[src/rtl/ccd_tim_pkg.sv]
package ccd_tim_pkg;
  localparam int unsigned SUB_DIV = 6;
  localparam int unsigned SUB_W   = 3;
  localparam int unsigned NUM_IMG = 4;
  localparam int unsigned NUM_REG = 3;

  typedef enum logic [2:0] {
    KIND_NONE   = 3'd0,
    KIND_DUMMY  = 3'd1,
    KIND_BLACK  = 3'd2,
    KIND_TIMING = 3'd3,
    KIND_ACTIVE = 3'd4
  } pix_kind_e;
endpackage

[src/rtl/ccd_line_counter.sv]
module ccd_line_counter
  import ccd_tim_pkg::*;
#(
  parameter int unsigned LINE_LEN = 3487,
  parameter int unsigned PIX_W    = 12
) (
  input  logic             clk_i,
  input  logic             rst_ni,
  input  logic             start_i,
  output logic             busy_o,
  output logic [SUB_W-1:0] sub_o,
  output logic [PIX_W-1:0] pix_o,
  output logic             last_o
);
  localparam logic [PIX_W-1:0] LAST_PIX = PIX_W'(LINE_LEN - 1);
  localparam logic [SUB_W-1:0] LAST_SUB = SUB_W'(SUB_DIV - 1);

  logic             busy_q;
  logic [SUB_W-1:0] sub_q;
  logic [PIX_W-1:0] pix_q;

  assign last_o = busy_q && (pix_q == LAST_PIX) && (sub_q == LAST_SUB);

  always_ff @(posedge clk_i or negedge rst_ni) begin
    if (!rst_ni) begin
      busy_q <= 1'b0;
      sub_q  <= '0;
      pix_q  <= '0;
    end else if (!busy_q) begin
      if (start_i) begin
        busy_q <= 1'b1;
        sub_q  <= '0;
        pix_q  <= '0;
      end
    end else if (sub_q == LAST_SUB) begin
      sub_q <= '0;
      if (pix_q == LAST_PIX) busy_q <= 1'b0;
      else                   pix_q  <= pix_q + 1'b1;
    end else begin
      sub_q <= sub_q + 1'b1;
    end
  end

  assign busy_o = busy_q;
  assign sub_o  = sub_q;
  assign pix_o  = pix_q;
endmodule

[src/rtl/ccd_vert_phases.sv]
module ccd_vert_phases
  import ccd_tim_pkg::*;
#(
  parameter int unsigned PIX_W      = 12,
  parameter int unsigned PHASE_HIGH = 138
) (
  input  logic                           vert_win_i,
  input  logic [PIX_W-1:0]               pix_i,
  input  logic [NUM_IMG-1:0][PIX_W-1:0]  off_i,
  output logic [NUM_IMG-1:0]             img_o
);
  localparam int unsigned EXT_W = PIX_W + 1;

  for (genvar k = 0; k < NUM_IMG; k++) begin : g_phase
    logic [EXT_W-1:0] end_pix;
    assign end_pix  = {1'b0, off_i[k]} + EXT_W'(PHASE_HIGH);
    // window is clipped by the vertical interval
    assign img_o[k] = vert_win_i && (pix_i >= off_i[k]) && ({1'b0, pix_i} < end_pix);
  end
endmodule

[src/rtl/ccd_horiz_phases.sv]
module ccd_horiz_phases
  import ccd_tim_pkg::*;
#(
  parameter int unsigned PIX_W      = 12,
  parameter int unsigned DUMMY_LEN  = 7,
  parameter int unsigned BLACK_LEN  = 20,
  parameter int unsigned TIMING_LEN = 4,
  parameter int unsigned ACTIVE_LEN = 3072
) (
  input  logic               run_i,
  input  logic [SUB_W-1:0]   sub_i,
  input  logic [PIX_W-1:0]   hpos_i,
  output logic [NUM_REG-1:0] reg_clk_o,
  output logic               sum_gate_o,
  output logic               reset_gate_o,
  output pix_kind_e          kind_o
);
  localparam int unsigned SHIFT  = SUB_DIV / NUM_REG;
  localparam int unsigned HALF   = SUB_DIV / 2;
  localparam int unsigned B0_END = DUMMY_LEN;
  localparam int unsigned T0_END = B0_END + BLACK_LEN;
  localparam int unsigned A_BEG  = T0_END + TIMING_LEN;
  localparam int unsigned A_END  = A_BEG + ACTIVE_LEN;
  localparam int unsigned T1_END = A_END + TIMING_LEN;

  for (genvar k = 0; k < NUM_REG; k++) begin : g_reg
    logic [SUB_W:0] rel;
    always_comb begin
      rel = {1'b0, sub_i} + (SUB_W+1)'(SUB_DIV - k * SHIFT);
      if (rel >= (SUB_W+1)'(SUB_DIV)) rel = rel - (SUB_W+1)'(SUB_DIV);
    end
    assign reg_clk_o[k] = run_i && (rel < (SUB_W+1)'(HALF));
  end

  assign sum_gate_o   = run_i && (sub_i >= SUB_W'(HALF));
  assign reset_gate_o = run_i && (sub_i == '0);

  always_comb begin
    if (!run_i)                         kind_o = KIND_NONE;
    else if (hpos_i < PIX_W'(B0_END))   kind_o = KIND_DUMMY;
    else if (hpos_i < PIX_W'(T0_END))   kind_o = KIND_BLACK;
    else if (hpos_i < PIX_W'(A_BEG))    kind_o = KIND_TIMING;
    else if (hpos_i < PIX_W'(A_END))    kind_o = KIND_ACTIVE;
    else if (hpos_i < PIX_W'(T1_END))   kind_o = KIND_TIMING;
    else                                kind_o = KIND_BLACK;
  end
endmodule

[src/rtl/ccd_line_timer.sv]
module ccd_line_timer
  import ccd_tim_pkg::*;
#(
  parameter int unsigned VERT_LEN   = 360,
  parameter int unsigned DUMMY_LEN  = 7,
  parameter int unsigned BLACK_LEN  = 20,
  parameter int unsigned TIMING_LEN = 4,
  parameter int unsigned ACTIVE_LEN = 3072,
  parameter int unsigned PHASE_HIGH = 138,
  parameter int unsigned CLAMP_LEN  = 30,
  parameter int unsigned OFF0_RST   = 0,
  parameter int unsigned OFF1_RST   = 20,
  parameter int unsigned OFF2_RST   = 112,
  parameter int unsigned OFF3_RST   = 204,
  parameter int unsigned CLAMP_RST  = 396,
  parameter int unsigned CFG_AW     = 3,
  parameter int unsigned PIX_W      = 12
) (
  input  logic              clk_i,
  input  logic              rst_ni,
  input  logic              line_req_i,
  input  logic              readout_i,
  input  logic              cfg_we_i,
  input  logic [CFG_AW-1:0] cfg_addr_i,
  input  logic [PIX_W-1:0]  cfg_data_i,
  output logic [3:0]        img_clk_o,
  output logic [2:0]        reg_clk_o,
  output logic              sum_gate_o,
  output logic              reset_gate_o,
  output logic              ssc_o,
  output logic              clamp_o,
  output logic              ahigh_o,
  output logic [2:0]        pix_kind_o,
  output logic              busy_o,
  output logic              line_done_o
);
  localparam int unsigned HORIZ_LEN = DUMMY_LEN + 2 * (BLACK_LEN + TIMING_LEN) + ACTIVE_LEN;
  localparam int unsigned LINE_LEN  = VERT_LEN + HORIZ_LEN;
  localparam int unsigned EXT_W     = PIX_W + 1;
  localparam logic [CFG_AW-1:0] ADDR_CLAMP = CFG_AW'(NUM_IMG);

  logic             busy;
  logic [SUB_W-1:0] sub;
  logic [PIX_W-1:0] pix;
  logic             last;
  logic             vert_win;
  logic             horiz_win;
  logic             readout_q;
  logic [NUM_IMG-1:0][PIX_W-1:0] off_q;
  logic [PIX_W-1:0] clamp_q;
  logic [EXT_W-1:0] clamp_end;
  logic [PIX_W-1:0] hpos;
  pix_kind_e        kind;

  ccd_line_counter #(.LINE_LEN(LINE_LEN), .PIX_W(PIX_W)) u_cnt (
    .clk_i   (clk_i),
    .rst_ni  (rst_ni),
    .start_i (line_req_i),
    .busy_o  (busy),
    .sub_o   (sub),
    .pix_o   (pix),
    .last_o  (last)
  );

  assign vert_win  = busy && (pix < PIX_W'(VERT_LEN));
  assign horiz_win = busy && !vert_win;
  assign hpos      = pix - PIX_W'(VERT_LEN);

  // configuration only changes between lines
  always_ff @(posedge clk_i or negedge rst_ni) begin
    if (!rst_ni) begin
      off_q[0]  <= PIX_W'(OFF0_RST);
      off_q[1]  <= PIX_W'(OFF1_RST);
      off_q[2]  <= PIX_W'(OFF2_RST);
      off_q[3]  <= PIX_W'(OFF3_RST);
      clamp_q   <= PIX_W'(CLAMP_RST);
      readout_q <= 1'b0;
    end else if (!busy) begin
      if (line_req_i) readout_q <= readout_i;
      if (cfg_we_i) begin
        if (cfg_addr_i < CFG_AW'(NUM_IMG)) off_q[cfg_addr_i[1:0]] <= cfg_data_i;
        else if (cfg_addr_i == ADDR_CLAMP) clamp_q <= cfg_data_i;
      end
    end
  end

  ccd_vert_phases #(.PIX_W(PIX_W), .PHASE_HIGH(PHASE_HIGH)) u_vert (
    .vert_win_i (vert_win),
    .pix_i      (pix),
    .off_i      (off_q),
    .img_o      (img_clk_o)
  );

  ccd_horiz_phases #(
    .PIX_W(PIX_W), .DUMMY_LEN(DUMMY_LEN), .BLACK_LEN(BLACK_LEN),
    .TIMING_LEN(TIMING_LEN), .ACTIVE_LEN(ACTIVE_LEN)
  ) u_horiz (
    .run_i        (horiz_win),
    .sub_i        (sub),
    .hpos_i       (hpos),
    .reg_clk_o    (reg_clk_o),
    .sum_gate_o   (sum_gate_o),
    .reset_gate_o (reset_gate_o),
    .kind_o       (kind)
  );

  assign clamp_end   = {1'b0, clamp_q} + EXT_W'(CLAMP_LEN);
  assign clamp_o     = busy && (pix >= clamp_q) && ({1'b0, pix} < clamp_end);
  assign ahigh_o     = vert_win && readout_q;
  assign ssc_o       = horiz_win;
  assign pix_kind_o  = kind;
  assign busy_o      = busy;
  assign line_done_o = last;
endmodule

[config.mk]
export PLATFORM = sky130hd
export DESIGN_NAME = ccd_line_timer
export DESIGN_NICKNAME = d
export VERILOG_FILES = /design/src/rtl/ccd_tim_pkg.sv /design/src/rtl/ccd_line_counter.sv /design/src/rtl/ccd_vert_phases.sv /design/src/rtl/ccd_horiz_phases.sv /design/src/rtl/ccd_line_timer.sv
export SDC_FILE = /design/constraint.sdc
export NUM_CORES = 1
export LEC_CHECK = 0
export BUFFER_PORTS_ARGS = -buffer_cell sky130_fd_sc_hd__buf_4
export CAP_MARGIN = 40
export CORE_MARGIN = 5
export CORE_UTILIZATION = 49
export DETAILED_ROUTE_END_ITERATION = 10
export PLACE_DENSITY = 0.7
export SLEW_MARGIN = 20
export SYNTH_ARGS = -nofsm -noshare
export SYNTH_HDL_FRONTEND = slang
export SYNTH_SLANG_ARGS = --single-unit
[constraint.sdc]
create_clock -name clk_i -period 4.45 [get_ports clk_i]
set_clock_uncertainty 0.15 [all_clocks]
set_input_delay 0.89 -clock clk_i [delete_from_list [all_inputs] [get_ports clk_i]]
set_output_delay 0.89 -clock clk_i [all_outputs]
set_load 0.01 [all_outputs]
==> reports/results.tsv <==
stage	metric	value	unit
status	outcome	complete, no violations	
setup_path	path_buf_inv	2	
setup_path	r2r_start	u_cnt.pix_o[10]$_DFFE_PN0P_	
detailed_routing	drtIter0Drc	303	
final_layout	antenna_cells	0	
die	fp.dieW	130	µm
place	numPortBuffers	36	
die	initial_utilization	50.2	%
synthesis	yosysWarnings	0	
final_layout	final_nets	980	
global_route	grt_max_degree	52	
power	power_frac_clock	30.6	%
synthesis	syn_area_per_cell	8.95	µm²
power	p_leak	3.86	nW
power	powerDensity	345	mW/mm²
final_layout	area_growth	13.4	%
clock_network	clock_latency	0.35	ns
power	power_switching	0.000994	W
setup_path	cp_max_fo	5	
detailed_routing	viasPerCell	5.64	
global_route	grt_overflow	0	
final_layout	fin_area	0.00794	mm²
synthesis	ys_ff_latch	77	
synthesis	synth_cells	782	
timing	maxSlewViolCount	0	
synthesis	synth_area_leaders	ha_1 (23%), dfrtp_1 (23%), mux2_2 (6.4%)	
power	p_seq_share	31.5	%
final_layout	multiInputGateArea	0.00474	mm²
setup_path	endpoint	img_clk_o[1]	
clock_network	cts.sinks	77	
die	io-pin-count	37	
global_route	grt_use_met1	28.9	%
timing	setup_viol	0	
die	fp.dieArea	0.0168	mm²
timing	fmax	0.235	GHz
timing	finalCritPeriodShare	95.6	%
global_route	antenna_found_initial	0	
setup_path	slowest_delay	0.53	ns
global_route	grt_pass1_wl	29000	µm
detailed_routing	drc_errors	0	
setup_path	start_kind	register	
setup_path	crit_type	reg -> out	
timing	layout_min_cycle_time	4.25	ns
synthesis	synth_top_area_share	23.2	%
setup_path	end_kind	primary output	
final_layout	n_fill_cell	1262	
flow_run	cap_violations	0	
clock_network	cts_buffers	9	
synthesis	seq_area_frac_synth	27.8	%
power	p_int	0.00174	W
worst_hold_path	hold_path.class	reg -> reg	
power	power_frac_comb	37.8	%
global_route	busiest_layer	met2	
setup_path	r2r-end	u_cnt.pix_o[8]$_DFFE_PN0P_	
global_route	use_met3	3.42	%
global_route	grt_util_all_layers	22.0	%
place	dp.final_hpwl	12900	µm
die	die_y	130	µm
power	ir_drop	206	µV
clock_network	clk_pin_slew_worst_paths	0.07	ns
synthesis	syn_nets	932	
detailed_routing	drt-total-wl	17300	µm
synthesis	synth_ff_type	dfrtp_1	
detailed_routing	drt_pass1_iterations	5	
timing	setup_tns	0	ns
setup_path	crit_chain	inv_1 > nor3_2 > o21ai_1 > nand2_1 > nand4_1 > xnor2_1 > ha_1 > a2111o_1 > a2111oi_2 > nor4_1 > a211oi_1 > buf_4	
final_layout	seqCellArea	0.00194	mm²
synthesis	ys_types	52	
final_layout	final_common_cell	ha_1	
timing	maxSlewHeadroom	47.5	%
detailed_routing	wl_per_cell	17.1	µm
clock_network	cts_htree_levels	3	
clock_network	cts.path.max_buffers	2	
setup_path	cp.required	3.41	ns
synthesis	yosysTopAreaCell	ha_1	
timing	timing.final.hold_violations	0	
global_route	gr-usage-met2	37.0	%
final_layout	layout-drive-gt1-share	15.9	%
worst_hold_path	whs_path_depth	1	
power	swShare	36.3	%
clock_network	cts_tree	yes	
synthesis	synth.cell_area	0.00700	mm²
die	num_rows	43	
die	core	0.0139	mm²
final_layout	layout_common_cells	ha_1 (130), nand2_1 (78), inv_1 (75)	
detailed_routing	ant_nets	0	
timing	worst_slew_pin_slew	0.787	ns
detailed_routing	vias	5728	
synthesis	synth-edff-count	0	
setup_path	ff2ff_path_depth	6	
setup_path	path_delay_family	compound AO/OA/AOI/OAI gates	
setup_path	path_depth	12	
place	routabilityCongestion	0.952	
place	place_area	0.00755	mm²
setup_path	crit_start	off_q[16]$_DFFE_PN1P_	
clock_network	clock-root-buffer	clkbuf_16	
global_route	first_global_vias	5626	
timing	whs	0.352	ns
setup_path	cp_slowest_cell	dfstp_2	
synthesis	async_flop_share	100	%
setup_path	arrival	3.21	ns
final_layout	postLayoutCoreUtil	57.0	%
setup_path	rrSetupSlack	1.88	ns
[sequential cells by signal, summed over array words and instances (netlist names)]
name,flops
u_cnt.sub_o,3
off_q,48
u_cnt.pix_o,12
clamp_q,12
readout_q,1
u_cnt.busy_o,1
[worst reg2reg max path, stage by stage (launching register included)]
cell     delay [ns]
dfrtp_1        0.85
nand2_1        0.20
or4_1          0.60
and2_1         0.26
nand3_1        0.18
o21ai_0        0.09
a21oi_1        0.16
[cell families (layout without fill, tap and decap cells)]
| logic type | count (synthesis) | in the layout | synth area share [%] |
|---|---|---|---|
| DFF | 77 | 77 | 27.8 |
| adders and majority gates | 130 | 130 | 23.2 |
| buffers and inverters | 92 | 145 | 5.09 |
| muxes | 43 | 43 | 6.86 |
| xor gates and xnor gates | 53 | 53 | 6.63 |
| and+or+nand+nor | 211 | 211 | 14.6 |
| AOI/OAI and AO/OA | 176 | 176 | 15.8 |
[layout make-up]
type / count / area share, %
Clock buffer: 11 / 3.18
Tap cell: 180 / 2.84
Inverter: 75 / 3.55
Timing Repair Buffer: 54 / 5.25
Sequential cell: 77 / 24.5
Multi-Input combinational cell: 613 / 59.7
Clock inverter: 5 / 1.04
[power by group through the flow]
stage	Clock (W)	Sequential, W	Combinational, W
3_3_place_gp	0	0.000876	0.000976
3_5_place_dp	0	0.000878	0.000999
4_1_cts	0.000853	0.000865	0.00101
6_report	0.000839	0.000864	0.00104
5_1_grt	0.000878	0.000878	0.00120
2_1_floorplan	0	0.000870	0.000686
[worst min path at each step]
stage | start | end | slack [ns]
floorplan | readout_q$_DFFE_PN0P_ | readout_q$_DFFE_PN0P_ | 0.32
global placement | readout_q$_DFFE_PN0P_ | readout_q$_DFFE_PN0P_ | 0.33
detailed placement | readout_q$_DFFE_PN0P_ | readout_q$_DFFE_PN0P_ | 0.34
CTS | readout_q$_DFFE_PN0P_ | readout_q$_DFFE_PN0P_ | 0.35
global route | off_q[5]$_DFFE_PN0P_ | off_q[5]$_DFFE_PN0P_ | 0.37
finish | readout_q$_DFFE_PN0P_ | readout_q$_DFFE_PN0P_ | 0.35
[synthesized netlist by cell type, drive strengths merged (8+ instances only)]
cell and instances:
dfstp 13, a21oi 41, a21o 12, clkbuf 8
a211oi 12, xor2 8, nand4 12, o211ai 10
mux2 40, buf 9, nor2 37, nand2 78
ha 130, nor3 14, o21ai 64, dfrtp 64
nor4 12, nand2b 13, inv 75, xnor2 45
nand3 12
[metal layers]
layer  vias up  routed length [µm]
met1      2677                7880
met2       108                8430
met4         0                 363
met5         -                   0
met3        26                 673
li1       2917                   -
[timing repair]
| action | CTS | global route |
|---|---|---|
| endpoints found under the hold margin | 0 | 0 |
| endpoints found under the setup margin | 0 | 4 |
| hold buffers | 0 | 0 |
| resized for setup | 0 | 12 |
| buffers inserted | 0 | 0 |
[stage by stage]
step / power, W / instances / setup WS, ns
3_5_place_dp: 0.00188 / 997 / 0.405
5_1_grt: 0.00295 / 1015 / -0.0234
6_report: 0.00274 / 1015 / 0.195
4_1_cts: 0.00273 / 1013 / 0.00326
2_1_floorplan: 0.00156 / 782 / 0.751
3_3_place_gp: 0.00185 / 994 / 0.538
Note: power is estimated with default switching activity, not from simulation.
